$ cat config.mk
export PLATFORM = sky130hd
export DESIGN_NAME = mailbox_flags
export DESIGN_NICKNAME = d
export VERILOG_FILES = /design/src/rtl/mailbox_flags.sv
export SDC_FILE = /design/constraint.sdc
export NUM_CORES = 1
export LEC_CHECK = 0
export CORE_MARGIN = 8
export CORE_UTILIZATION = 49
export CTS_CLUSTER_DIAMETER = 150
export DETAILED_ROUTE_END_ITERATION = 10
export HOLD_SLACK_MARGIN = 0.12
export MAX_ROUTING_LAYER = met4
export PLACE_DENSITY_LB_ADDON = 0.08
export SETUP_SLACK_MARGIN = 0.15
export SLEW_MARGIN = 40
export SYNTH_ARGS = -nofsm -noshare
export SYNTH_HDL_FRONTEND = slang
export SYNTH_SLANG_ARGS = --single-unit
$ cat constraint.sdc
create_clock -name clk -period 2 [get_ports clk]
set_input_delay 0.4 -clock clk [delete_from_list [all_inputs] [get_ports clk]]
set_output_delay 0.4 -clock clk [all_outputs]
set_load 0.01 [all_outputs]
$ cat src/rtl/mailbox_flags.sv
module mailbox_flags #(
  parameter int DW = 16,
  parameter int CW = 4,
  parameter int AW = 3,
  parameter int VB = 5
) (
  input  logic          clk,
  input  logic          rst_n,
  input  logic          h_wr,
  input  logic          h_rd,
  input  logic [AW-1:0] h_addr,
  input  logic [DW-1:0] h_wdata,
  output logic [DW-1:0] h_rdata,
  input  logic          d_wr,
  input  logic          d_rd,
  input  logic [AW-1:0] d_addr,
  input  logic [DW-1:0] d_wdata,
  output logic [DW-1:0] d_rdata,
  output logic          req_pend,
  output logic          rsp_pend
);
  localparam int NSLOT = 2 ** AW;
  localparam int NREG  = 5;
  localparam logic [AW-1:0] A_CMD = AW'(0);
  localparam logic [AW-1:0] A_P0  = AW'(1);
  localparam logic [AW-1:0] A_P1  = AW'(2);
  localparam logic [AW-1:0] A_STS = AW'(3);
  localparam logic [AW-1:0] A_RD  = AW'(4);

  logic [CW-1:0] cmd_q, sts_q;
  logic          req_v, rsp_v;
  logic [DW-1:0] par0_q, par1_q, resp_q;
  logic [DW-1:0] img [NSLOT];

  wire h_cmd_wr = h_wr && h_addr == A_CMD;
  wire h_sts_wr = h_wr && h_addr == A_STS;
  wire d_cmd_wr = d_wr && d_addr == A_CMD;
  wire d_sts_wr = d_wr && d_addr == A_STS;

  wire req_set = h_cmd_wr && h_wdata[VB];
  wire req_clr = d_cmd_wr && d_wdata[VB];
  wire rsp_set = d_sts_wr && d_wdata[VB];
  wire rsp_clr = h_sts_wr && h_wdata[VB];

  always_ff @(posedge clk or negedge rst_n) begin
    if (!rst_n) begin
      cmd_q  <= '0;
      sts_q  <= '0;
      req_v  <= 1'b0;
      rsp_v  <= 1'b0;
      par0_q <= '0;
      par1_q <= '0;
      resp_q <= '0;
    end else begin
      if (h_cmd_wr) cmd_q <= h_wdata[CW-1:0];
      if (d_sts_wr) sts_q <= d_wdata[CW-1:0];
      if (req_set) req_v <= 1'b1;
      else if (req_clr) req_v <= 1'b0;
      if (rsp_set) rsp_v <= 1'b1;
      else if (rsp_clr) rsp_v <= 1'b0;
      if (h_wr && h_addr == A_P0) par0_q <= h_wdata;
      if (h_wr && h_addr == A_P1) par1_q <= h_wdata;
      if (d_wr && d_addr == A_RD) resp_q <= d_wdata;
    end
  end

  assign img[0] = {{(DW-VB-1){1'b0}}, req_v, {(VB-CW){1'b0}}, cmd_q};
  assign img[1] = par0_q;
  assign img[2] = par1_q;
  assign img[3] = {{(DW-VB-1){1'b0}}, rsp_v, {(VB-CW){1'b0}}, sts_q};
  assign img[4] = resp_q;

  for (genvar s = NREG; s < NSLOT; s++) begin : g_hole
    assign img[s] = '0;
  end

  always_ff @(posedge clk or negedge rst_n) begin
    if (!rst_n) begin
      h_rdata <= '0;
      d_rdata <= '0;
    end else begin
      if (h_rd) h_rdata <= img[h_addr];
      if (d_rd) d_rdata <= img[d_addr];
    end
  end

  assign req_pend = req_v;
  assign rsp_pend = rsp_v;
endmodule


==> run metrics, run 1 <==
status=finished, final reports clean; Critical R2R Launch=rsp_pend$_DFFE_PN0P_; drt pass-1 iters=5; GRT overflow=0; fillers=719; NetSw=1341 µW; Die Y=111.1 µm; cell-by-cell trace of the critical path=clkdlybuf4s50_1; H-Tree Depth=3; total power=about 4600 µW; Synth async-reset ratio=1.000; Hold Crit Endpoint=par1_q[6]$_DFFE_PN0P_; final slew viol count=0; Yosys top cell area share=0.5083; Final #Nets=489; die footprint=12340 µm²; pwr dens=between 800 and 900 nW/µm²; Crit Reg-Reg Endpoint=h_rdata[5]$_DFFE_PN0P_; Setup Fix Bufs, Post-CTS=0; Hold WC Path Type=flip-flop to flip-flop; #FFs+latches synth=90; FMAX=569.1 MHz; clock sink count=90; CTS Hold Bufs=1; Initial Utilization=0.5056; hold wc startpoint=par1_q[6]$_DFFE_PN0P_; Area Overhead vs Synth=27.05%; DRC=0; CTS tree=done; most frequent cell after synthesis=dfrtp_1; Max FO, Critical Path=4; Final ANT Viol Nets=0; final setup TNS=0 ps; worst vdd ir=0.5331 mV; synth warn=0; post-DP HPWL=7918 µm; Clock Tree Buf Depth=2; via-per-instance ratio=5.634; Slowest cell on crit path=clkdlybuf4s50_1; Synthesized Nets=just over 400; vias in the first global route=3101; buffers added on ports=between 70 and 80; dpl ws=-87.12 ps; Seq pwr share=0.526; r2r worst-path depth=3; largest area contributor in the netlist=dfrtp_1; Leak=roughly 0.0025 µW; CP arrival=between 1000 and 1500 ps; prevailing post-synth register cell=dfrtp_1; sw frac=0.2900; Post-synth EDFFs=0; IO Count=78; number of cells on the worst hold path=1; worst skew pair latency=between 300 and 400 ps; Crit Path Class=flip-flop to output port; post-synthesis cell count=362; Cell Int Power=3284 µW; DR WL/cell=19.13 µm; via count=3144; final period utilization=0.8785; Total GRT Usage=0.1796; critical path required time=between 1500 and 2000 ps; Max-Cap Viols=0; number of gates resized after CTS=0; Worst Tran Pin Value=489.9 ps; first-pass GRT wire length=17520 µm; Final setup viols=0; Worst path max stage delay=570 ps; largest net degree at the start of global routing=36; Worst Path Buf+Inv=1; num rows=34; crit path time final=1757 ps; Worst path top cell family by delay=buffers and inverters; RSZ-0062 raised after global routing=false; sequential share of the synthesized area=0.5083; dominant cells by area after synthesis=dfrtp_1 (51%), mux2_2 (11%), and3b_1 (8.7%), mux4_2 (4.6%), mux2_4 (3.4%); Worst setup SP type=flip-flop; worst reg2reg setup slack=590 ps; # diodes=0; Num CTS Buffers=9; Total Wirelength=10670 µm; Crit. End Element=output port; max_slew headroom=0.6731; Hold Fails Final Rpt=0; core box area=8763 µm²; initial antenna violation count=0; Clk network pwr share=0.239; Synth top cells by count=dfrtp_1 (90), mux2_2 (45), and3b_1 (44), nor2_1 (33); Clock transition at path regs=about 80 ps; count of cell types in the netlist=27; Iteration-0 DRC Markers=244; worst setup margin=242.9 ps; WHS=508.1 ps; DIE WIDTH=111.1 µm; share of layout cells above drive strength 1=0.2356; combinational share of power=0.236; GP Congestion=about 0.76; clk_skew=7.616 ps; Avg Inst Size Synth=12.24 µm²; Root Driver=clkbuf_8; Mapped Area=around 4400 µm²
==> per-stage QoR <==
step	util	cell area (µm²)	instances
floorplan	-	4431	362
detailed placement	0.6218	5449	541
finish	0.6423	5629	558
CTS	0.6423	5629	558
global placement	0.6218	5449	541
global route	0.6423	5629	558
==> power by group through the flow <==
stage / clock network (µW) / logic, µW / registers, µW
global route: 1210 / 1180 / 2480
finish: 1100 / 1090 / 2430
global placement: 0 / 1060 / 2440
floorplan: 0 / 595 / 2390
CTS: 1140 / 1100 / 2430
detailed placement: 0 / 1090 / 2460
==> metal layers <==
layer	part of all wire	global-route usage	wire length (µm)
met2	0.42	0.2337	4448
met1	0.52	0.2719	5597
met4	0.0077	0.04533	82
met5	0	-	0
met3	0.051	0.03950	544
==> registers in the layout, indices dropped and copies added (netlist names) <==
name,count
cmd_q,4
d_rdata,16
h_rdata,16
par0_q,16
par1_q,16
req_pend,1
resp_q,16
rsp_pend,1
sts_q,4
==> layout make-up <==
cell class	instances	area, µm²	area share
clock inverters	6	42.54	0.007557
repair buffers	98	1054	0.1872
multi-input cells	243	2007	0.3565
inverters	3	11.26	0.002000
well taps	108	135.1	0.02401
flip-flops and latches	90	2252	0.4001
clock buffers	10	127.6	0.02267
==> cell families (layout without fill, tap and decap cells) <==
kind of cell,count (synthesis),after routing,share of synthesized area
and+or+nand+nor,110,110,0.1621
AOI/OAI and AO/OA,67,67,0.08839
muxes,66,66,0.2025
buffers and inverters,29,117,0.03869
DFF,90,90,0.5083
==> cells in the final DEF, fill, tap and decap left out, types with 2 or more instances in the layout <==
master / Yosys / layout
a21oi_1: 10 / 10
a22oi_1: 10 / 10
a31oi_1: 22 / 22
and3b_1: 44 / 44
buf_12: 1 / 10
buf_4: 2 / 11
clkbuf_8: 0 / 9
clkdlybuf4s50_1: 0 / 76
clkinv_2: 0 / 2
clkinvlp_4: 0 / 2
dfrtp_1: 90 / 90
inv_1: 3 / 3
mux2_2: 45 / 45
mux2_4: 10 / 10
mux4_2: 9 / 9
nand2_1: 22 / 22
nand3_1: 3 / 3
nor2_1: 33 / 33
nor3b_4: 4 / 4
o21ai_0: 22 / 22
o21ai_1: 2 / 2
==> worst max-delay path by stage <==
stage / endpoint / slack [ps] / depth (start not counted) / startpoint
after floorplan: par1_q[0]$_DFFE_PN0P_ / 460 / 4 / h_addr[2]
after global placement: h_rdata[8]$_DFFE_PN0P_ / -80 / 6 / h_addr[0]
after detailed placement: par0_q[5]$_DFFE_PN0P_ / -90 / 5 / h_addr[0]
after CTS: req_pend / 230 / 1 / req_pend$_DFFE_PN0P_
after global routing: req_pend / 200 / 1 / req_pend$_DFFE_PN0P_
final: rsp_pend / 240 / 1 / rsp_pend$_DFFE_PN0P_
No activity file was read; power rests on OpenSTA's default activity.
==> run 2: changes to the inputs <==
==> constraint.sdc (replaced) <==
create_clock -name clk -period 1.8 [get_ports clk]
set_input_delay 0.36 -clock clk [delete_from_list [all_inputs] [get_ports clk]]
set_output_delay 0.36 -clock clk [all_outputs]
set_load 0.1 [all_outputs]
==> run 2 against run 1 <==
  * Worst hold slack improved by 11 ps
  * Sequential power is 14% higher
  * Count of clock-buffer cells in the layout rose by 1
  * Via count grew 1.8%
  * Clock skew is 1.6 ps lower
  * Highest routed layer unchanged
==> run metrics, run 2 (synthesis results as in run 1) <==
Final ANT Viol Nets=0 (unchanged); via count=3200 (was 3144); CTS tree=done (unchanged); post-layout util=0.6883 (was 0.6423); worst vdd ir=0.6128 mV (was 0.5331 mV); Initial Utilization=0.5056 (unchanged); Hold WC Path Type=flip-flop to flip-flop (unchanged); cell-by-cell trace of the critical path=clkdlybuf4s50_1 > buf_12 > nor3b_4 > and2_4 > buf_12 > mux2_2 (was clkdlybuf4s50_1); Area Overhead vs Synth=36.15% (was 27.05%); Worst path top cell family by delay=buffers and inverters (unchanged); DRC=0 (unchanged); crit path time final=1629 ps; GP Congestion=0.7893 (was 0.7563); Crit Path Class=primary input to flip-flop (was flip-flop to output port); Final #Nets=495 (was 489); dpl ws=-229.0 ps (was -87.12 ps); initial antenna violation count=0 (unchanged); worst setup margin=170.7 ps (was 242.9 ps); Num CTS Buffers=9 (unchanged); vias in the first global route=3209 (was 3101); Register Area=2255 µm² (was 2252 µm²); final setup TNS=0 ps (unchanged); crit-path most repeated cell=buf_12; final period utilization=0.9051; Finished Cell Area=6032 µm² (was 5629 µm²); num rows=34 (unchanged); core box area=8763 µm² (unchanged); Setup Fix Bufs, Post-CTS=0 (unchanged); Leak=0.002688 µW (was 0.002466 µW); Clock transition at path regs=80 ps (about the same); Worst path max stage delay=450 ps (was 570 ps); worst skew pair latency=350 ps (was 360 ps); share of layout cells above drive strength 1=0.3260 (was 0.2356); max_slew headroom=0.6456 (was 0.6731); FMAX=approximately 610 MHz; RSZ-0062 raised after global routing=false (unchanged); Die Y=111.1 µm (unchanged); Worst setup SP type=primary input (was flip-flop); Total Wirelength=10740 µm (was 10670 µm); DR WL/cell=19.10 µm (was 19.13 µm); post-DP HPWL=7964 µm (was 7918 µm); Clock Tree Buf Depth=2 (unchanged); Root Driver=clkbuf_8 (unchanged); buffers added on ports=77 (unchanged); Final setup viols=0 (unchanged); Worst Tran Pin Value=531.0 ps (was 489.9 ps); Iteration-0 DRC Markers=195 (was 244); drt pass-1 iters=4 (was 5); final slew viol count=0 (unchanged); status=finished, final reports clean (unchanged); clock sink count=90 (unchanged); first-pass GRT wire length=17560 µm (was 17520 µm); Multi-input gate area=2014 µm² (was 2007 µm²); Hold Fails Final Rpt=0 (unchanged); CP arrival=1870 ps (was 1360 ps); most common cell after layout, fill and taps aside=dfrtp_1 (unchanged); most frequent cells in the layout=dfrtp_1 (88), mux2_2 (45), buf_12 (45) (was dfrtp_1 (90), clkdlybuf4s50_1 (76), mux2_2 (45)); IO Count=78 (unchanged); die footprint=12340 µm² (unchanged); GRT overflow=0 (unchanged); H-Tree Depth=3 (unchanged); pwr dens=1001 nW/µm² (was 821.6 nW/µm²); largest net degree at the start of global routing=91 (was 36); DIE WIDTH=111.1 µm (unchanged); placed standard-cell area=5849 µm² (was 5449 µm²); Max-Cap Viols=0 (unchanged); # diodes=0 (unchanged); Crit. End Element=flip-flop (was output port); via-per-instance ratio=5.694 (was 5.634); clk_skew=6.026 ps (was 7.616 ps); Total GRT Usage=0.1802 (was 0.1796); Worst Path Buf+Inv=3 (was 1); Max FO, Critical Path=16 (was 4); fillers=667 (was 719); Slowest cell on crit path=clkdlybuf4s50_1 (unchanged); critical path required time=2040 ps (was 1600 ps)
[run 2: changes by cell type in the layout (fill, tap and decap cells not counted), sizes merged]
cell / previous run / this run
clkdlybuf4s50: 76 / 41
buf: 21 / 61
clkinvlp: 2 / 1
inv: 4 / 3
dlymetal6s2s: 0 / 1
clkbuf: 10 / 11
clkinv: 3 / 2
[run 2: worst reg2reg max path: stages, from the launching register on]
cell and delay [ps]:
dfrtp_2 460, mux4_2 500, a22oi_1 160, a21oi_1 90
[run 2: layer usage]
layer | vias up | track usage | wire length [µm]
li1 | 1494 | - | -
met1 | 1587 | 0.2641 | 5470
met2 | 110 | 0.2333 | 4537
met3 | 9 | 0.04004 | 639
met4 | 0 | 0.06844 | 89
met5 | - | - | 0
[run 2: layout make-up]
class	instances	share of cell area
multi-input combinational	243	0.3340
clock buffer	11	0.02344
tap	108	0.02240
timing repair buffer	104	0.2417
inverter	3	0.001867
sequential	90	0.3738
clock inverter	3	0.002904
[run 2: worst paths after layout]
| kind | from | end | slack [ps] | cells after the start |
|---|---|---|---|---|
| setup / recovery | d_addr[0] | resp_q[15]$_DFFE_PN0P_ | 170 | 6 |
| hold / removal | par1_q[6]$_DFFE_PN0P_ | par1_q[6]$_DFFE_PN0P_ | 520 | 1 |
| setup reg to reg | rsp_pend$_DFFE_PN0P_ | d_rdata[5]$_DFFE_PN0P_ | 480 | 3 |
| hold reg to reg | par1_q[6]$_DFFE_PN0P_ | par1_q[6]$_DFFE_PN0P_ | 520 | 1 |
| max in group asynchronous | rst_n | req_pend$_DFFE_PN0P_ | 800 | 3 |
| min in group asynchronous | rst_n | h_rdata[9]$_DFFE_PN0P_ | 610 | 3 |
[run 2: timing repair]
action                                  4_1_cts  5_1_grt
hold buffers                                  1        0
gates cloned                                  0        0
resized for setup                             1        7
endpoints found under the hold margin        90        0
endpoints found under the setup margin        2       18
[run 2: through the flow]
step	power, µW	cells	hold WS, ps
floorplan	3979	362	64.41
global placement	4831	547	432.4
detailed placement	4890	547	440.0
CTS	6065	562	524.8
global route	6302	562	559.7
finish	6037	562	518.6
[run 2: report_power, final]
group	internal (µW)	total, µW	switching (µW)
registers	2400	2760	363
logic	969	2100	1130
clock network	521	1180	658
total	3890	6040	2150
